--- config.mk ---
export PLATFORM = sky130hd
export DESIGN_NAME = acc_cpu
export DESIGN_NICKNAME = d
export VERILOG_FILES = /design/src/rtl/acc_cpu_pkg.sv /design/src/rtl/acc_cpu_rstsync.sv /design/src/rtl/acc_cpu_alu.sv /design/src/rtl/acc_cpu_irq.sv /design/src/rtl/acc_cpu.sv
export SDC_FILE = /design/constraint.sdc
export NUM_CORES = 1
export LEC_CHECK = 0
export BUFFER_PORTS_ARGS = -buffer_cell sky130_fd_sc_hd__clkbuf_2
export CORE_MARGIN = 2
export CORE_UTILIZATION = 30
export DETAILED_ROUTE_END_ITERATION = 6
export GPL_TIMING_DRIVEN = 0
export RECOVER_POWER = 25
export SLEW_MARGIN = 10
export SYNTH_ARGS = -nofsm -noshare
export SYNTH_HDL_FRONTEND = slang
export SYNTH_SLANG_ARGS = --single-unit
export TNS_END_PERCENT = 100
--- constraint.sdc ---
create_clock -name clk -period 7.55 [get_ports clk]
set_input_delay 1.8875 -clock clk [delete_from_list [all_inputs] [get_ports clk]]
set_output_delay 1.8875 -clock clk [all_outputs]
set_load 0.02 [all_outputs]
--- src/rtl/acc_cpu_pkg.sv ---
package acc_cpu_pkg;
  localparam int OPW = 4;

  localparam logic [OPW-1:0] OP_LDM = 4'h0;
  localparam logic [OPW-1:0] OP_LDD = 4'h1;
  localparam logic [OPW-1:0] OP_LDX = 4'h2;
  localparam logic [OPW-1:0] OP_STO = 4'h3;
  localparam logic [OPW-1:0] OP_ADD = 4'h4;
  localparam logic [OPW-1:0] OP_SUB = 4'h5;
  localparam logic [OPW-1:0] OP_CMP = 4'h6;
  localparam logic [OPW-1:0] OP_JMP = 4'h7;
  localparam logic [OPW-1:0] OP_JPE = 4'h8;
  localparam logic [OPW-1:0] OP_JPN = 4'h9;
  localparam logic [OPW-1:0] OP_RTI = 4'hA;
  localparam logic [OPW-1:0] OP_LIX = 4'hB;
  localparam logic [OPW-1:0] OP_HLT = 4'hF;

  typedef enum logic [4:0] {
    S_F1, S_F2, S_F3, S_F4, S_DEC,
    S_RD1, S_RD2, S_EXE, S_ST, S_CHK,
    S_PSA, S_PSW, S_POA, S_POW, S_POR, S_POL,
    S_HALT
  } seq_state_t;
endpackage

--- src/rtl/acc_cpu_rstsync.sv ---
module acc_cpu_rstsync (
  input  logic clk,
  input  logic rst_n,
  output logic rst_q
);
  logic [1:0] sync_q;

  always_ff @(posedge clk or negedge rst_n) begin
    if (!rst_n) sync_q <= 2'b00;
    else        sync_q <= {sync_q[0], 1'b1};
  end

  assign rst_q = sync_q[1];
endmodule

--- src/rtl/acc_cpu_alu.sv ---
module acc_cpu_alu #(
  parameter int DW = 16
) (
  input  logic [DW-1:0] a,
  input  logic [DW-1:0] b,
  input  logic          sub,
  output logic [DW-1:0] res,
  output logic          ovf
);
  logic [DW-1:0] b_eff;

  always_comb begin
    b_eff = sub ? ~b : b;
    res   = a + b_eff + {{(DW-1){1'b0}}, sub};
    ovf   = (a[DW-1] == b_eff[DW-1]) && (res[DW-1] != a[DW-1]);
  end
endmodule

--- src/rtl/acc_cpu_irq.sv ---
module acc_cpu_irq #(
  parameter int NSRC     = 4,
  parameter int AW       = 12,
  parameter int VEC_BASE = 2048,
  parameter int VEC_STEP = 16
) (
  input  logic [NSRC-1:0] req,
  input  logic [NSRC-1:0] hi,
  input  logic            enable,
  output logic            take,
  output logic [AW-1:0]   vec
);
  logic [NSRC-1:0] urgent;

  always_comb begin
    urgent = req & hi;
    take   = enable && (|urgent);
    vec    = AW'(VEC_BASE);
    for (int i = NSRC - 1; i >= 0; i--) begin
      if (urgent[i]) vec = AW'(VEC_BASE + i * VEC_STEP);
    end
  end
endmodule

--- src/rtl/acc_cpu.sv ---
module acc_cpu
  import acc_cpu_pkg::*;
#(
  parameter int DW       = 16,
  parameter int AW       = 12,
  parameter int NSRC     = 4,
  parameter int VEC_BASE = 2048,
  parameter int VEC_STEP = 16
) (
  input  logic            clk,
  input  logic            rst_n,
  output logic [AW-1:0]   mem_addr,
  output logic [DW-1:0]   mem_wdata,
  input  logic [DW-1:0]   mem_rdata,
  output logic            mem_we,
  input  logic [NSRC-1:0] irq_req,
  input  logic [NSRC-1:0] irq_hi,
  output logic            halted
);
  localparam int ZW = DW - AW;

  seq_state_t    st, st_n;
  logic [AW-1:0] pc, pc_n, mar, mar_n, sp, sp_n, vec_q, vec_n;
  logic [DW-1:0] mdr, mdr_n, cir, cir_n, acc, acc_n, ix, ix_n;
  logic          f_eq, f_eq_n, f_v, f_v_n, irq_en, irq_en_n;
  logic [1:0]    cnt, cnt_n;
  logic          rst_q;

  logic [OPW-1:0] opc;
  logic [AW-1:0]  opnd;
  logic [DW-1:0]  alu_res;
  logic           alu_ovf, irq_take;
  logic [AW-1:0]  irq_vec;

  assign opc  = cir[DW-1 -: OPW];
  assign opnd = cir[AW-1:0];

  acc_cpu_rstsync u_rst (.clk(clk), .rst_n(rst_n), .rst_q(rst_q));

  acc_cpu_alu #(.DW(DW)) u_alu (
    .a(acc), .b(mdr), .sub(opc == OP_SUB), .res(alu_res), .ovf(alu_ovf)
  );

  acc_cpu_irq #(.NSRC(NSRC), .AW(AW), .VEC_BASE(VEC_BASE), .VEC_STEP(VEC_STEP)) u_irq (
    .req(irq_req), .hi(irq_hi), .enable(irq_en), .take(irq_take), .vec(irq_vec)
  );

  assign mem_addr  = mar;
  assign mem_wdata = mdr;
  assign mem_we    = (st == S_ST) || (st == S_PSW);
  assign halted    = (st == S_HALT);

  always_comb begin
    st_n = st; pc_n = pc; mar_n = mar; sp_n = sp; vec_n = vec_q;
    mdr_n = mdr; cir_n = cir; acc_n = acc; ix_n = ix;
    f_eq_n = f_eq; f_v_n = f_v; irq_en_n = irq_en; cnt_n = cnt;
    case (st)
      S_F1: begin mar_n = pc; st_n = S_F2; end
      S_F2: begin pc_n = pc + 1'b1; st_n = S_F3; end
      S_F3: begin mdr_n = mem_rdata; st_n = S_F4; end
      S_F4: begin cir_n = mdr; st_n = S_DEC; end
      S_DEC: begin
        st_n = S_CHK;
        case (opc)
          OP_LDM: acc_n = {{ZW{1'b0}}, opnd};
          OP_LIX: ix_n  = {{ZW{1'b0}}, opnd};
          OP_LDD, OP_ADD, OP_SUB, OP_CMP: begin mar_n = opnd; st_n = S_RD1; end
          OP_LDX: begin mar_n = opnd + ix[AW-1:0]; st_n = S_RD1; end
          OP_STO: begin mar_n = opnd; mdr_n = acc; st_n = S_ST; end
          OP_JMP: pc_n = opnd;
          OP_JPE: if (f_eq)  pc_n = opnd;
          OP_JPN: if (!f_eq) pc_n = opnd;
          OP_RTI: begin cnt_n = 2'd0; st_n = S_POA; end
          OP_HLT: st_n = S_HALT;
          default: ;
        endcase
      end
      S_RD1: st_n = S_RD2;
      S_RD2: begin mdr_n = mem_rdata; st_n = S_EXE; end
      S_EXE: begin
        st_n = S_CHK;
        case (opc)
          OP_ADD, OP_SUB: begin acc_n = alu_res; f_v_n = alu_ovf; end
          OP_CMP:         f_eq_n = (acc == mdr);
          default:        acc_n = mdr;
        endcase
      end
      S_ST: st_n = S_CHK;
      S_CHK: begin
        if (irq_take) begin vec_n = irq_vec; cnt_n = 2'd0; st_n = S_PSA; end
        else st_n = S_F1;
      end
      S_PSA: begin
        mar_n = sp; sp_n = sp - 1'b1; st_n = S_PSW;
        case (cnt)
          2'd0:    mdr_n = {{ZW{1'b0}}, pc};
          2'd1:    mdr_n = acc;
          2'd2:    mdr_n = ix;
          default: mdr_n = {{(DW-2){1'b0}}, f_v, f_eq};
        endcase
      end
      S_PSW: begin
        cnt_n = cnt + 1'b1;
        if (cnt == 2'd3) begin pc_n = vec_q; irq_en_n = 1'b0; st_n = S_F1; end
        else st_n = S_PSA;
      end
      S_POA: begin sp_n = sp + 1'b1; mar_n = sp + 1'b1; st_n = S_POW; end
      S_POW: st_n = S_POR;
      S_POR: begin mdr_n = mem_rdata; st_n = S_POL; end
      S_POL: begin
        cnt_n = cnt + 1'b1;
        case (cnt)
          2'd0:    begin f_v_n = mdr[1]; f_eq_n = mdr[0]; end
          2'd1:    ix_n  = mdr;
          2'd2:    acc_n = mdr;
          default: pc_n  = mdr[AW-1:0];
        endcase
        if (cnt == 2'd3) begin irq_en_n = 1'b1; st_n = S_CHK; end
        else st_n = S_POA;
      end
      default: st_n = S_HALT;
    endcase
  end

  always_ff @(posedge clk or negedge rst_n) begin
    if (!rst_n) begin
      st <= S_F1; pc <= '0; mar <= '0; sp <= '1; vec_q <= '0;
      mdr <= '0; cir <= '0; acc <= '0; ix <= '0;
      f_eq <= 1'b0; f_v <= 1'b0; irq_en <= 1'b1; cnt <= 2'd0;
    end else if (rst_q) begin
      st <= st_n; pc <= pc_n; mar <= mar_n; sp <= sp_n; vec_q <= vec_n;
      mdr <= mdr_n; cir <= cir_n; acc <= acc_n; ix <= ix_n;
      f_eq <= f_eq_n; f_v <= f_v_n; irq_en <= irq_en_n; cnt <= cnt_n;
    end
  end

  assert_fetch_inc_R2: assert property (@(posedge clk) disable iff (!rst_q)
    (st == S_F2) |=> (pc == AW'($past(pc) + 1'b1)));
  assert_cir_load_R2: assert property (@(posedge clk) disable iff (!rst_q)
    (st == S_F4) |=> (cir == $past(mdr)));
  assert_halt_quiet_R7: assert property (@(posedge clk) disable iff (!rst_q)
    halted |=> (halted && !mem_we));
  assert_sp_only_stack_R10: assert property (@(posedge clk) disable iff (!rst_q)
    (st != S_PSA && st != S_POA) |=> $stable(sp));
  assert_no_nest_R10: assert property (@(posedge clk) disable iff (!rst_q)
    (st == S_CHK && !irq_en) |=> (st == S_F1));
  assert_boundary_poll_R8: assert property (@(posedge clk) disable iff (!rst_q)
    (st == S_PSA && cnt == 2'd0) |-> ($past(st) == S_CHK));
  assert_rti_enable_R11: assert property (@(posedge clk) disable iff (!rst_q)
    (st == S_POL && cnt == 2'd3) |=> irq_en);
endmodule

== Yosys cells after proc, flatten, opt, wreduce, memory -nomap -nowiden ==
Cells that the tools add are included.

* Bits in registers: 124
* Bits in latches: 0
* Bits in writable memories: 0
* ROM bits: 0
* Output and inout bits: 30
* Logic and storage cells: 151
* Memories kept: 0

* $add $sub $neg: 7
* $mul: 0
* Divide/modulo/power cells: 0
* $lt $le $gt $ge: 0
* Equality and inequality tests: 52
* Shifts and indexed selects: 0
* Muxes and demuxes: 41
* Bitwise operators: 2
* Reductions and logical operators: 35

{| class="wikitable"
|+ Operators by type and width
! cell !! number
|-
| $pmux W16 S3 || 3
|-
| $mux W16 || 6
|-
| $pmux W12 S4 || 2
|-
| $pmux W5 S15 || 1
|-
| $pmux W16 S2 || 2
|-
| $mux W12 || 4
|-
| $pmux W12 S2 || 2
|-
| $eq A5 B4 Y1 const B || 8
|-
| $pmux W12 S3 || 1
|-
| $add A12 B1 Y12 const B || 2
|-
| $mux W6 || 4
|-
| $eq A4 B4 Y1 const B || 5
|-
| $eq A5 B3 Y1 const B || 4
|-
| $pmux W5 S4 || 1
|-
| $reduce_and A4 Y1 || 5
|-
| $ne A2 B1 Y1 const B || 9
|-
| $add A16 B1 Y16 || 1
|-
| $add A16 B16 Y16 || 1
|-
| $eq A16 B16 Y1 || 1
|-
| $eq A4 B3 Y1 const B || 4
|-
| $not A16 Y16 || 1
|-
| $add A12 B12 Y12 || 1
|-
| $sub A12 B1 Y12 const B || 1
|-
| $eq A5 B2 Y1 const B || 2
|-
| 36 further kinds || 66
|}

== Depth between registers and ports, before layout ==
* Depth in word-level cells: 8
* Depth in mapped cells: 13

== Hierarchy ==
Synthesis repeated with hierarchy kept, for this count alone.

* Cells, all modules: 1008
* Area, all modules: 8702.1 sq um

{| class="wikitable"
|+ By module, submodules not included
! module !! instances !! cells an instance !! area an instance (sq um)
|-
| acc_cpu || 1 || 864 || 7606.0
|-
| acc_cpu_alu || 1 || 122 || 908.4
|-
| acc_cpu_irq || 1 || 19 || 133.9
|-
| acc_cpu_rstsync || 1 || 3 || 53.8
|}

== Least setup slack after synthesis ==
Ideal clock, no wire load.

* Kind: flip-flop to flip-flop
* Start: register cir[15]
* End: register acc[13]
* Arrival time: 3.073 ns
* Path slack: 4.374 ns
* Cell stages (with the launch flop): 14
* Buffers on the path: 3
* Period minus slack after synthesis: 3.176 ns
* Cells stage by stage: dfrtp_1 > and4bb_1 > buf_6 > buf_1 > xor2_1 > ha_1 > clkbuf_1 > a211o_1 > a21oi_1 > o311a_4 > nand2b_4 > mux2i_1 > a22oi_1 > o41ai_2

* Word-level cells in the longest chain between the ends: 6

{| class="wikitable"
|+ RTL lines
! element !! RTL line !! source
|-
| start: declaration || acc_cpu.sv:24 || <nowiki>logic [DW-1:0] mdr, mdr_n, cir, cir_n, acc, acc_n, ix, ix_n;</nowiki>
|-
| start signal: assignment || acc_cpu.sv:132 || <nowiki>mdr <= mdr_n; cir <= cir_n; acc <= acc_n; ix <= ix_n;</nowiki>
|-
| $eq A4 B3 Y1 || acc_cpu.sv:41, acc_cpu.sv:82 ||
|-
| $mux W16 || acc_cpu_alu.sv:13 || <nowiki>b_eff = sub ? ~b : b;</nowiki>
|-
| $add A16 B16 Y16 || acc_cpu_alu.sv:14 || <nowiki>res = a + b_eff + {{(DW-1){1'b0}}, sub};</nowiki>
|-
| $add A16 B1 Y16 || acc_cpu_alu.sv:14 ||
|-
| $pmux W16 S2 || acc_cpu.sv:82 || <nowiki>case (opc)</nowiki>
|-
| $pmux W16 S3 || acc_cpu.sv:57 || <nowiki>case (st)</nowiki>
|-
| end signal: assignment || acc_cpu.sv:132 ||
|-
| end: declaration || acc_cpu.sv:24 ||
|}

Parallel ways exist; a longest one is shown, timed or not.
A chain may end at the register's enable or synchronous reset.

==> impl.org <==
** Timing
- For the final routed database, the setup TNS stands at 0 ps.
- Final hold viol count :: 0
- The worst pin sits at a relative slew slack of -0.6236.
- Final count of negative-setup-slack endpoints :: 0
- Between clock sinks in the finished design, the worst skew comes to 12.23 ps.
- Period utilisation layout :: 0.6381
- Setup repair after global routing left no endpoint under its margin.
- Max Freq :: 0.2076 GHz
- For the pin with the worst max-slew slack, the measured transition is 2435 ps.
- The max-slew violation count was 92.
- The tightest hold path in the finished design has a slack of 357.6 ps.
- Minimum clock period :: 4817 ps

** Setup path
- Family of cells with the greatest summed delay on the critical path :: buffers and inverters
- Crit end category :: async pin
- Crit path required time :: 7560 ps
- Walking the worst path, the cells encountered are clkbuf_1 -> clkbuf_2.
- Crit path largest cell delay :: 1850 ps
- Kind of critical path :: input port to async pin
- Data arrival time at the worst-slack endpoint :: 4830 ps
- Slowest-stage cell, CP :: sky130_fd_sc_hd__clkbuf_2
- The number of buffers and inverters on the critical path is 2.
- The worst setup path is launched from an input port.
- Max FO, Critical Path :: 91

** Cells and area
- For this run, the share of the core covered by cells in the final layout is 0.3548.
- Fill cells in the final layout number 2,920.
- Area taken by multi-input logic gates :: 5268 um2
- Of the cells placed in the final design, the portion with a size suffix greater than 1 is 0.1621.
- Post-layout instance count excluding filler cells :: 1,470
- Summing all flip-flop and latch instances after layout gives 2894 um2.
- ANT cells :: 0
- Layout overhead on the synthesized area :: 15.55%
- The net count of the finished layout is 1,140.

** Floorplan
- The die is 173.3 um wide.
- The region available for standard cell placement spans 28,010 um2.
- I/O Pins :: 56
- Die outline area :: 30,040 um2
- In this run the vertical extent of the chip is 173.3 um.
- The floorplan has 61 rows.
- Initial core utilization :: 0.3071

** Place
- DP Cell Count :: 1,438
- Last weighted congestion value of the routability-driven placer :: 0.9451
- Detailed placement ended at an HPWL of 21,580 um.
- In this run the tool buffered the top-level ports with 55 buffer cells.

** CTS
- Post-CTS repair changed the size of 0 cells.
- After clock tree synthesis, the clock-pin slew on the worst setup and hold paths is 50 ps.
- Number of buffers added by the clock tree synthesis step :: 17
- Clk sink count :: 115
- Buffer count from post-CTS setup fixing :: 0
- At the later pin of the worst-skew pair, clock insertion delay measures 420 ps.
- Number of hold-repair buffers added at the cts stage :: 0
- CTS root buf :: sky130_fd_sc_hd__clkbuf_16
- TritonCTS built the clock tree.
- H-Tree Depth :: 4
- CTS max path bufs :: 2

** Global route
- Remaining global-route overflow :: 0
- Entering global routing, the biggest net connects 92 pins.
- The number of global-route vias before repair is 7,713.
- The number of antenna violations at the first check in global routing came to 0.
- For this run, the total global-route usage over all layers was measured as 0.1877.
- The first global-routing pass estimated 44,440 um of wire.

** Logic synthesis
- After synthesis the cells add up to 8602 um2.
- For this run, the leading register cell type out of synthesis is sky130_fd_sc_hd__dfrtp_1.
- Most numerous cell in the Yosys netlist :: sky130_fd_sc_hd__nand2_1
- Yosys top cell by area :: sky130_fd_sc_hd__dfrtp_1
- Post-synth EDFFs :: 0
- Number of nets produced by synthesis :: 1,065
- Top-area cell type share of the netlist area :: 0.2967
- The share of the Yosys chip area taken by registers is 0.3364.
- A synthesized cell averages 8.568 um2.
- Share of synthesized registers carrying an async set or reset :: 1.000
- Gate count after technology mapping :: 1,004
- The synthesized netlist contains 90 unique library cells.
- Leading cell types by count after synthesis :: sky130_fd_sc_hd__nand2_1, sky130_fd_sc_hd__dfrtp_1, sky130_fd_sc_hd__o21ai_0
- Largest cells by area after synthesis :: sky130_fd_sc_hd__dfrtp_1, sky130_fd_sc_hd__nand2_1, sky130_fd_sc_hd__ha_1
- During synthesis, Yosys emitted a total of 0 warnings.
- After synthesis the netlist holds a flip-flop and latch count of 115.

** Routing
- The pre-antenna-repair detailed-routing pass consisted of 6 iterations.
- The detail route stage leaves a number of antenna-violating nets equal to 0.
- Detailed-route wire length :: 28,480 um
- For this block, the initial DRC count from the detailed router was 1,239.
- # DRC :: 0
- Detailed routing inserted a total of 8,271 vias.
- Detail-routed net length per standard cell :: 19.37 um
- Number of vias per cell after detailed routing :: 5.627

** Run status
- Outcome :: finished with violations
- Failing checks :: max-capacitance violations, max-slew violations

** Pwr
- In this run the static leakage power is 4.337 nW.
- Maximum vdd ir drop :: 173.1 uV
- Power density over the cells :: 389.4 nW/um2

** Min path
- The path class of the tightest hold or removal check is flip-flop to flip-flop.

** Job
- The tool flagged a number of max-cap violations equal to 1.
[path summary, 6_finish.rpt]
kind,start,end,slack [ps],cells past startpoint
max,rst_n,pc[11]$_DFFE_PN0P_,2730,2
min reg2reg,u_rst.sync_q[0]$_DFF_PN0_,u_rst.sync_q[1]$_DFF_PN0_,360,0
min,u_rst.sync_q[0]$_DFF_PN0_,u_rst.sync_q[1]$_DFF_PN0_,360,0
min in group asynchronous,rst_n,st[0]$_DFFE_PN0P_,1770,1
max in group clk,st[3]$_DFFE_PN0P_,halted,3590,5
max reg2reg,cir[15]$_DFFE_PN0P_,acc[13]$_DFFE_PN0P_,3670,13
[metrics by stage]
| step | power, mW | worst slack (ps) | cell area, um2 |
|---|---|---|---|
| 2_1_floorplan | 2.404 | 4374 | 8602 |
| 3_3_place_gp | 2.995 | 2710 | 9350 |
| 3_5_place_dp | 3.023 | 3751 | 9387 |
| 4_1_cts | 3.862 | 3599 | 9988 |
| 5_1_grt | 4.128 | 1974 | 9940 |
| 6_report | 3.871 | 2733 | 9940 |
[registers in the layout, summed over array words and instances, names as in the netlist]
signal,count
acc,16
cir,16
cnt,2
f_eq,1
f_v,1
irq_en,1
ix,16
mem_addr,12
mem_wdata,16
pc,12
sp,12
st,5
u_rst.sync_q,2
vec_q,3
[cells in the final DEF (no fill, tap or decap), drive strengths merged, types with 6 or more instances in the layout]
| cell type | instances |
|---|---|
| nand2 | 125 |
| clkbuf | 113 |
| o21ai | 106 |
| dfrtp | 102 |
| nor2 | 65 |
| a21oi | 56 |
| xor2 | 45 |
| buf | 44 |
| ha | 33 |
| nand3 | 28 |
| a22o | 22 |
| inv | 22 |
| mux2 | 21 |
| mux2i | 18 |
| nor3 | 18 |
| a222oi | 17 |
| xnor2 | 16 |
| nand2b | 16 |
| o211ai | 14 |
| and3 | 13 |
| dfstp | 13 |
| o21a | 12 |
| a31oi | 11 |
| a22oi | 11 |
| and2 | 9 |
| a211oi | 9 |
| or3 | 8 |
| a21o | 8 |
| nor3b | 8 |
| a221o | 6 |
| o22ai | 6 |
| nor4 | 6 |
[logic make-up after synthesis]
group                    count (synthesis)  synth area share
AO/OA/AOI/OAI                          328            0.2631
AND/OR/NAND/NOR                        325            0.1869
flip-flops                             115            0.3364
buffers and inverters                  100           0.04945
XOR/XNOR                                61           0.06211
multiplexers                            39           0.04887
adder cells (fa/ha/maj)                 35           0.05266
other                                    1         0.0004359
[layout make-up]
cell class,count,area share
Clock buffer,19,0.04557
Tap cell,378,0.04758
Multi-Input combinational cell,789,0.5300
Buffer,82,0.03588
Sequential cell,115,0.2912
Timing Repair Buffer,56,0.02807
Inverter,18,0.006798
Clock inverter,13,0.01498
[where the power goes]
part,switching [mW],total [mW],internal (mW)
registers,0.238,1.06,0.826
clock network,0.322,0.830,0.508
logic,1.27,1.98,0.710
total,1.83,3.87,2.04
[layer usage]
metal,global-route usage,vias up,share of wire
met5,0,-,0
met4,0.05826,0,0.018
met3,0.02785,43,0.054
met2,0.2985,323,0.46
met1,0.2623,4056,0.47
li1,-,3849,-
Note: power is estimated with default switching activity, not from simulation.
